==> src/rtl/spim_pkg.sv <==
package spim_pkg;
  localparam int DATA_W  = 8;
  localparam int ADDR_W  = 5;
  localparam int HALF_W  = DATA_W + 2;

  localparam logic [ADDR_W-1:0] ADDR_CTRL   = 5'h00;
  localparam logic [ADDR_W-1:0] ADDR_PIN    = 5'h02;
  localparam logic [ADDR_W-1:0] ADDR_STAT   = 5'h03;
  localparam logic [ADDR_W-1:0] ADDR_DATA   = 5'h04;
  localparam logic [ADDR_W-1:0] ADDR_RATE   = 5'h0A;
  localparam logic [ADDR_W-1:0] ADDR_DLYCK  = 5'h0C;
  localparam logic [ADDR_W-1:0] ADDR_DLYSS  = 5'h0D;
  localparam logic [ADDR_W-1:0] ADDR_DLYNX  = 5'h0E;
  localparam logic [ADDR_W-1:0] ADDR_CMDLO  = 5'h10;
  localparam logic [ADDR_W-1:0] ADDR_CMDHI  = 5'h11;
  localparam logic [ADDR_W-1:0] ADDR_BUF    = 5'h18;
  localparam logic [ADDR_W-1:0] ADDR_CNT    = 5'h1C;

  // control bits
  localparam int CTRL_MASTER = 3;
  localparam int CTRL_ENABLE = 6;
  localparam int CMD_KEEPSEL = 7;
  localparam int CMD_DIV2    = 2;
  localparam int BUF_TXFLUSH = 7;
  localparam int BUF_RXFLUSH = 6;

  // strobes from control to the shifter
  typedef struct packed {
    logic              start;
    logic              abort;
    logic [DATA_W-1:0] txByte;
  } spimCtlT;
endpackage

==> src/rtl/spim_shift.sv <==
module spim_shift
  import spim_pkg::*;
#(
  parameter int HW = HALF_W
) (
  input  logic              clk,
  input  logic              rstN,
  input  spimCtlT           dpCtl,
  input  logic [HW-1:0]     halfPeriod,
  input  logic              miso,
  output logic              busy,
  output logic              done,
  output logic [DATA_W-1:0] rxByte,
  output logic              sclk,
  output logic              mosi
);
  localparam int BIT_W = $clog2(DATA_W);
  localparam logic [HW-1:0]    ONE_H    = HW'(1);
  localparam logic [BIT_W-1:0] LAST_BIT = BIT_W'(DATA_W - 1);

  logic [DATA_W-1:0] shReg;
  logic [HW-1:0]     divCnt;
  logic [BIT_W-1:0]  bitCnt;
  logic              inBit;
  logic              sclkR;
  logic              halfEnd;

  assign halfEnd = (divCnt == halfPeriod - ONE_H);

  always_ff @(posedge clk or negedge rstN) begin
    if (!rstN) begin
      shReg  <= '0;
      divCnt <= '0;
      bitCnt <= '0;
      inBit  <= 1'b0;
      sclkR  <= 1'b0;
      busy   <= 1'b0;
      done   <= 1'b0;
      rxByte <= '0;
    end else begin
      done <= 1'b0;
      if (dpCtl.abort) begin
        busy   <= 1'b0;
        sclkR  <= 1'b0;
        divCnt <= '0;
        bitCnt <= '0;
      end else if (!busy) begin
        if (dpCtl.start) begin
          busy   <= 1'b1;
          shReg  <= dpCtl.txByte;
          divCnt <= '0;
          bitCnt <= '0;
          sclkR  <= 1'b0;
        end
      end else if (halfEnd) begin
        divCnt <= '0;
        if (!sclkR) begin
          sclkR <= 1'b1;
          inBit <= miso;
        end else begin
          sclkR  <= 1'b0;
          shReg  <= {shReg[DATA_W-2:0], inBit};
          bitCnt <= bitCnt + BIT_W'(1);
          if (bitCnt == LAST_BIT) begin
            busy   <= 1'b0;
            done   <= 1'b1;
            rxByte <= {shReg[DATA_W-2:0], inBit};
          end
        end
      end else begin
        divCnt <= divCnt + ONE_H;
      end
    end
  end

  assign sclk = sclkR;
  assign mosi = shReg[DATA_W-1];
endmodule

==> src/rtl/spim_ctrl.sv <==
module spim_ctrl
  import spim_pkg::*;
#(
  parameter int CNT_W = 32
) (
  input  logic              clk,
  input  logic              rstN,
  input  logic [ADDR_W-1:0] busAddr,
  input  logic              busWr,
  input  logic              busRd,
  input  logic [DATA_W-1:0] busWdata,
  output logic [DATA_W-1:0] busRdata,
  input  logic              dpBusy,
  input  logic              dpDone,
  input  logic [DATA_W-1:0] rxByte,
  output spimCtlT           dpCtl,
  output logic [HALF_W-1:0] halfPeriod,
  output logic              csN,
  output logic              io2Out,
  output logic              io3Out
);
  localparam int CNT_BYTES = CNT_W / DATA_W;

  logic [DATA_W-1:0]   ctrlReg, pinReg, rateReg, dlyCk, dlySs, dlyNx, bufReg;
  logic [2*DATA_W-1:0] cmdReg;
  logic [CNT_W-1:0]    remaining, cntNext;
  logic                cntHit;
  logic [DATA_W-1:0]   txBuf, rxBuf;
  logic                txFull, rxFull;
  logic                active, launch, dataWr, dataRd;
  logic [HALF_W-1:0]   baseHalf;

  function automatic logic wrHit(input logic [ADDR_W-1:0] a,
                                 input logic [ADDR_W-1:0] want,
                                 input logic wr);
    return wr && (a == want);
  endfunction

  assign active = ctrlReg[CTRL_ENABLE] & ctrlReg[CTRL_MASTER];
  assign dataWr = wrHit(busAddr, ADDR_DATA, busWr) && !bufReg[BUF_TXFLUSH];
  assign dataRd = wrHit(busAddr, ADDR_DATA, busRd);
  assign launch = active && txFull && (remaining != '0) && !dpBusy && !dpDone
                  && !bufReg[BUF_TXFLUSH];

  assign baseHalf   = HALF_W'(rateReg) + HALF_W'(1);
  assign halfPeriod = cmdReg[CMD_DIV2] ? {baseHalf[HALF_W-2:0], 1'b0} : baseHalf;

  assign dpCtl.start  = launch;
  assign dpCtl.abort  = !active;
  assign dpCtl.txByte = txBuf;

  assign io2Out = pinReg[1];
  assign io3Out = pinReg[2];

  // byte-lane merge of count writes
  always_comb begin
    cntNext = remaining;
    cntHit  = 1'b0;
    for (int i = 0; i < CNT_BYTES; i++) begin
      if (wrHit(busAddr, ADDR_W'(ADDR_CNT + i), busWr)) begin
        cntNext[i*DATA_W +: DATA_W] = busWdata;
        cntHit = 1'b1;
      end
    end
  end

  // plain storage registers
  always_ff @(posedge clk or negedge rstN) begin
    if (!rstN) begin
      ctrlReg <= '0;
      pinReg  <= '0;
      rateReg <= '0;
      dlyCk   <= '0;
      dlySs   <= '0;
      dlyNx   <= '0;
      cmdReg  <= '0;
      bufReg  <= '0;
    end else if (busWr) begin
      case (busAddr)
        ADDR_CTRL:  ctrlReg <= busWdata;
        ADDR_PIN:   pinReg  <= busWdata;
        ADDR_RATE:  rateReg <= busWdata;
        ADDR_DLYCK: dlyCk   <= busWdata;
        ADDR_DLYSS: dlySs   <= busWdata;
        ADDR_DLYNX: dlyNx   <= busWdata;
        ADDR_CMDLO: cmdReg[DATA_W-1:0]        <= busWdata;
        ADDR_CMDHI: cmdReg[2*DATA_W-1:DATA_W] <= busWdata;
        ADDR_BUF:   bufReg  <= busWdata;
        default: ;
      endcase
    end
  end

  // transfer budget
  always_ff @(posedge clk or negedge rstN) begin
    if (!rstN)       remaining <= '0;
    else if (cntHit) remaining <= cntNext;
    else if (launch) remaining <= remaining - CNT_W'(1);
  end

  // transmit slot
  always_ff @(posedge clk or negedge rstN) begin
    if (!rstN) begin
      txBuf  <= '0;
      txFull <= 1'b0;
    end else if (bufReg[BUF_TXFLUSH]) begin
      txFull <= 1'b0;
    end else if (dataWr) begin
      txBuf  <= busWdata;
      txFull <= 1'b1;
    end else if (launch) begin
      txFull <= 1'b0;
    end
  end

  // receive slot
  always_ff @(posedge clk or negedge rstN) begin
    if (!rstN) begin
      rxBuf  <= '0;
      rxFull <= 1'b0;
    end else if (dpDone) begin
      rxBuf  <= rxByte;
      rxFull <= 1'b1;
    end else if (bufReg[BUF_RXFLUSH] || dataRd) begin
      rxFull <= 1'b0;
    end
  end

  // chip select
  always_ff @(posedge clk or negedge rstN) begin
    if (!rstN)                            csN <= 1'b1;
    else if (!active)                     csN <= 1'b1;
    else if (launch)                      csN <= 1'b0;
    else if (dpDone && !cmdReg[CMD_KEEPSEL]) csN <= 1'b1;
  end

  // read mux
  always_comb begin
    busRdata = '0;
    case (busAddr)
      ADDR_CTRL:  busRdata = ctrlReg;
      ADDR_PIN:   busRdata = pinReg;
      ADDR_STAT:  busRdata = {rxFull, 1'b0, !txFull, 5'b0};
      ADDR_DATA:  busRdata = rxBuf;
      ADDR_RATE:  busRdata = rateReg;
      ADDR_DLYCK: busRdata = dlyCk;
      ADDR_DLYSS: busRdata = dlySs;
      ADDR_DLYNX: busRdata = dlyNx;
      ADDR_CMDLO: busRdata = cmdReg[DATA_W-1:0];
      ADDR_CMDHI: busRdata = cmdReg[2*DATA_W-1:DATA_W];
      ADDR_BUF:   busRdata = bufReg;
      default: ;
    endcase
    for (int i = 0; i < CNT_BYTES; i++) begin
      if (busAddr == ADDR_W'(ADDR_CNT + i)) busRdata = remaining[i*DATA_W +: DATA_W];
    end
  end
endmodule

==> src/rtl/spi_byte_master.sv <==
module spi_byte_master
  import spim_pkg::*;
#(
  parameter int CNT_W = 32
) (
  input  logic              clk,
  input  logic              rstN,
  input  logic [ADDR_W-1:0] busAddr,
  input  logic              busWr,
  input  logic              busRd,
  input  logic [DATA_W-1:0] busWdata,
  output logic [DATA_W-1:0] busRdata,
  output logic              sclk,
  output logic              csN,
  output logic              mosi,
  input  logic              miso,
  output logic              io2Out,
  output logic              io3Out
);
  spimCtlT           dpCtl;
  logic [HALF_W-1:0] halfPeriod;
  logic              dpBusy, dpDone;
  logic [DATA_W-1:0] rxByte;

  spim_ctrl #(.CNT_W(CNT_W)) u_ctrl (
    .clk(clk), .rstN(rstN),
    .busAddr(busAddr), .busWr(busWr), .busRd(busRd),
    .busWdata(busWdata), .busRdata(busRdata),
    .dpBusy(dpBusy), .dpDone(dpDone), .rxByte(rxByte),
    .dpCtl(dpCtl), .halfPeriod(halfPeriod),
    .csN(csN), .io2Out(io2Out), .io3Out(io3Out)
  );

  spim_shift #(.HW(HALF_W)) u_shift (
    .clk(clk), .rstN(rstN),
    .dpCtl(dpCtl), .halfPeriod(halfPeriod), .miso(miso),
    .busy(dpBusy), .done(dpDone), .rxByte(rxByte),
    .sclk(sclk), .mosi(mosi)
  );
endmodule

==> config.mk <==
export PLATFORM = sky130hd
export DESIGN_NAME = spi_byte_master
export DESIGN_NICKNAME = d
export VERILOG_FILES = /design/src/rtl/spim_pkg.sv /design/src/rtl/spim_shift.sv /design/src/rtl/spim_ctrl.sv /design/src/rtl/spi_byte_master.sv
export SDC_FILE = /design/constraint.sdc
export NUM_CORES = 1
export LEC_CHECK = 0
export ABC_AREA = 1
export BUFFER_PORTS_ARGS = -buffer_cell sky130_fd_sc_hd__buf_2
export CORE_MARGIN = 2
export CORE_UTILIZATION = 35
export CTS_CLUSTER_DIAMETER = 40
export DETAILED_ROUTE_END_ITERATION = 8
export GPL_TIMING_DRIVEN = 0
export SYNTH_ARGS = -nofsm -noshare
export SYNTH_HDL_FRONTEND = slang
export SYNTH_HIERARCHICAL = 1
export SYNTH_SLANG_ARGS = --single-unit
==> constraint.sdc <==
create_clock -name clk -period 3.22 [get_ports clk]
set_clock_uncertainty 0.1 [all_clocks]
set_input_delay 0.322 -clock clk [delete_from_list [all_inputs] [get_ports clk]]
set_output_delay 0.322 -clock clk [all_outputs]
set_load 0.005 [all_outputs]
==> run_results.csv <==
group,metric,value,unit
grt,grt_max_degree,84,
yosys,ys_seq_area_share,41.39,%
sta,whs,0.08438,ns
worst_setup_path,critPathKind,"flop to flop",
power_and_ir_drop,p_per_area,701.1,nW/µm²
yosys,yosysTopAreaCell,"dfrtp_1",
sta,setup-violations-final,0,
place,place_area,10030,µm²
place,dp.final_hpwl,20800,µm
drt,finalWirelength,27920,µm
grt,grt_pass1_wl,45130,µm
sta,maxSlewHeadroom,23.80,%
yosys,synthTopCellsByCount,"548 x nand2_1, 155 x dfrtp_1, 133 x nor2_1, 130 x nand3_1, 115 x o21ai_0",
clock_network,cts_setup_buffers,0,
die,dieArea,28280,µm²
drt,firstDrtPassIters,7,
worst_setup_path,max_stage_delay,0.53,ns
grt,overflow,0,
place,post-place-ws,0.2469,ns
die,dieWidth,168.2,µm
grt,track_usage,20.19,%
power_and_ir_drop,p_total,0.007470,W
worst_setup_path,worst-path-max-fanout,9,
grt,grt_pass1_vias,8458,
worst_setup_path,crit_top_cell,"nand2_1",
clock_network,cts_tree,"yes",
sta,rsz0062_at_grt,"false",
yosys,synth_edf_count,0,
layout,finalNetCount,1446,
drt,wl_per_cell,15.73,µm
worst_setup_path,end_kind,"flop",
worst_setup_path,critPathArrivalTime,3.15,ns
worst_setup_path,cp_num_buf_inv,1,
sta,worstMarginPinSlew,1.134,ns
die,ioPinCount,31,
power_and_ir_drop,cellLeakagePower,5.542,nW
yosys,synth_flop_cell,"dfrtp_1",
clock_network,htreeDepth,4,
clock_network,cts.sinks,156,
sta,worst_slack,0.2872,ns
clock_network,root_buffer,"clkbuf_16",
layout,final_util,39.87,%
sta,post-route-min-period,2.933,ns
layout,n_antenna_cell,0,
worst_setup_path,cp.required,3.44,ns
place,numPortBuffers,27,
hold_path,worstHoldPathType,"input pin to flop",
sta,slew_violations,0,
drt,postRouteAntennaNets,0,
power_and_ir_drop,ir_drop,0.3889,mV
yosys,yosysTopAreaCellShare,41.11,%
yosys,synth_area_leaders,"dfrtp_1 41%, nand2_1 22%, nand3_1 6.9%",
die,rows,60,
layout,drive_above_1_share,10.39,%
flow_run,drv_cap,0,
drt,vias,8931,
drt,vias_per_cell,5.032,
yosys,synth_area_per_cell,6.871,µm²
worst_setup_path,critical_path.top_delay_family,"simple AND/OR/NAND/NOR gates",
worst_setup_path,crit_slowest_cell,"o21ai_0",
yosys,yosysMostFrequentCell,"nand2_1",
clock_network,clockBufferDepth,2,
worst_setup_path,critPathLaunchType,"flop",
clock_network,clk_pin_slew,0.08,ns
status,status,"completed",
yosys,syn_nets,1398,
drt,drc_errors,0,
yosys,synth_cell_types,36,
layout,areaGrowthSynthToFinish,12.94,%
sta,final-hold-violation-count,0,
yosys,syn_area,9434,µm²
sta,timing.final.crit_share,91.08,%
yosys,ys_warn_count,6,
place,place.gp.congestion,0.9329,
yosys,synthArstFlopShare,100.0,%
clock_network,insertion_delay,0.43,ns
sta,fmax,341.0,MHz
clock_network,cts_made_buffers,17,
die,start_util,35.30,%
drt,drtIter0Drc,769,
die,die_h,168.2,µm
worst_setup_path,crit_path_cell_trace,"ha_1 > xnor2_1 > o21ai_0 > inv_2 > nand2_4 > nor2_4 > xnor2_1 > nand2_1 > nor2_2 > nand2_2 > nor2_4 > nand2_4 > nand2_1 > nand2_1",
grt,antenna_found_initial,0,
die,core-area,26730,µm²
layout,fin_area,10660,µm²
yosys,synthCells,1373,
yosys,ys_ff_latch,156,
worst register-to-register path: stages, from the launching register on:
cell     delay, ns
dfrtp_2       0.45
ha_1          0.25
xnor2_1       0.14
o21ai_0       0.53
inv_2         0.14
nand2_4       0.13
nor2_4        0.06
xnor2_1       0.22
nand2_1       0.10
nor2_2        0.12
nand2_2       0.07
nor2_4        0.23
nand2_4       0.13
nand2_1       0.11
nand2_1       0.05
cell type report:
| class | instances | area (µm²) |
|---|---|---|
| buffer | 31 | 176.4 |
| inverter | 117 | 441.7 |
| clock inverter | 14 | 175.2 |
| timing repair buffer | 29 | 182.7 |
| sequential | 156 | 3906 |
| multi-input combinational | 1069 | 4917 |
| tap | 341 | 426.7 |
| clock buffer | 18 | 429.2 |
| fill | 2835 | 16070 |
stage by stage:
| step | TNS, ns | cells |
|---|---|---|
| 2_1_floorplan | 0 | 1373 |
| 3_3_place_gp | -108.67 | 1741 |
| 3_5_place_dp | 0 | 1742 |
| 4_1_cts | 0 | 1775 |
| 5_1_grt | 0 | 1775 |
| 6_report | 0 | 1775 |
flip-flops by register name, indices dropped and copies added, names as in the netlist:
signal            cells
u_ctrl/pinReg         8
u_shift/shReg         8
u_ctrl/csN            1
u_ctrl/txFull         1
u_ctrl/txBuf          8
u_ctrl/dlySs          8
u_shift/bitCnt        3
u_shift/divCnt       10
u_shift/inBit         1
u_ctrl/dlyCk          8
u_ctrl/rxFull         1
u_ctrl/remaining     32
u_shift/busy          1
u_shift/sclk          1
u_ctrl/bufReg         8
u_shift/done          1
u_ctrl/rxBuf          8
u_ctrl/cmdReg        16
u_shift/rxByte        8
u_ctrl/dlyNx          8
u_ctrl/rateReg        8
u_ctrl/ctrlReg        8
per-layer routing:
metal,wire length [µm],vias to the layer above,part of all wire [%],global-route usage (%)
met3,1269,47,4.5,2.351
met5,0,-,0,0
met4,760,0,2.7,7.309
li1,-,4478,-,-
met1,13450,4186,48,28.78
met2,12440,220,45,31.76
timing repair:
action / 4_1_cts / 5_1_grt
hold buffers: 1 / 0
gates resized for setup: 0 / 7
setup endpoints to repair: 0 / 32
endpoints found under the hold margin: 73 / 0
cells in the final DEF (no fill, tap or decap), drive strengths merged:
cell type,count
nand2,569
nor2,156
dfrtp,155
nand3,136
inv,125
o21ai,119
buf,45
nand4,32
clkbuf,32
xor2,13
nor3,12
xnor2,10
a21oi,10
ha,7
clkinvlp,2
bufinv,2
o21bai,2
clkinv,2
nor4,2
dlygate4sd3,1
a21o,1
dfstp,1
report_power, final:
group / switching (W) / total, W / internal, W
Clock: 0.000937 / 0.00212 / 0.00118
Sequential: 0.000435 / 0.00274 / 0.00230
Combinational: 0.00174 / 0.00261 / 0.000873
Total: 0.00311 / 0.00747 / 0.00436
final timing paths:
check	end	cells after the start	slack, ns	from
min reg2reg	u_shift/shReg[7]	2	0.37	u_shift/shReg[7]
max reg2reg	u_shift/rxByte[4]	14	0.29	u_ctrl/rateReg[0]
min in group asynchronous	u_shift/shReg[6]	2	0.33	rstN
max	u_shift/rxByte[4]	14	0.29	u_ctrl/rateReg[0]
min	u_shift/inBit	5	0.08	miso
max in group asynchronous	u_ctrl/rateReg[0]	3	1.85	rstN
kinds of logic after synthesis:
kind of cell | Yosys count | synth area share (%)
xor+xnor | 23 | 2.135
compound gates | 132 | 7.122
simple gates | 907 | 41.88
fa+ha+maj | 7 | 0.9283
buf+inv | 148 | 6.538
flops | 156 | 41.39
Power figures use the tool's default switching activity.
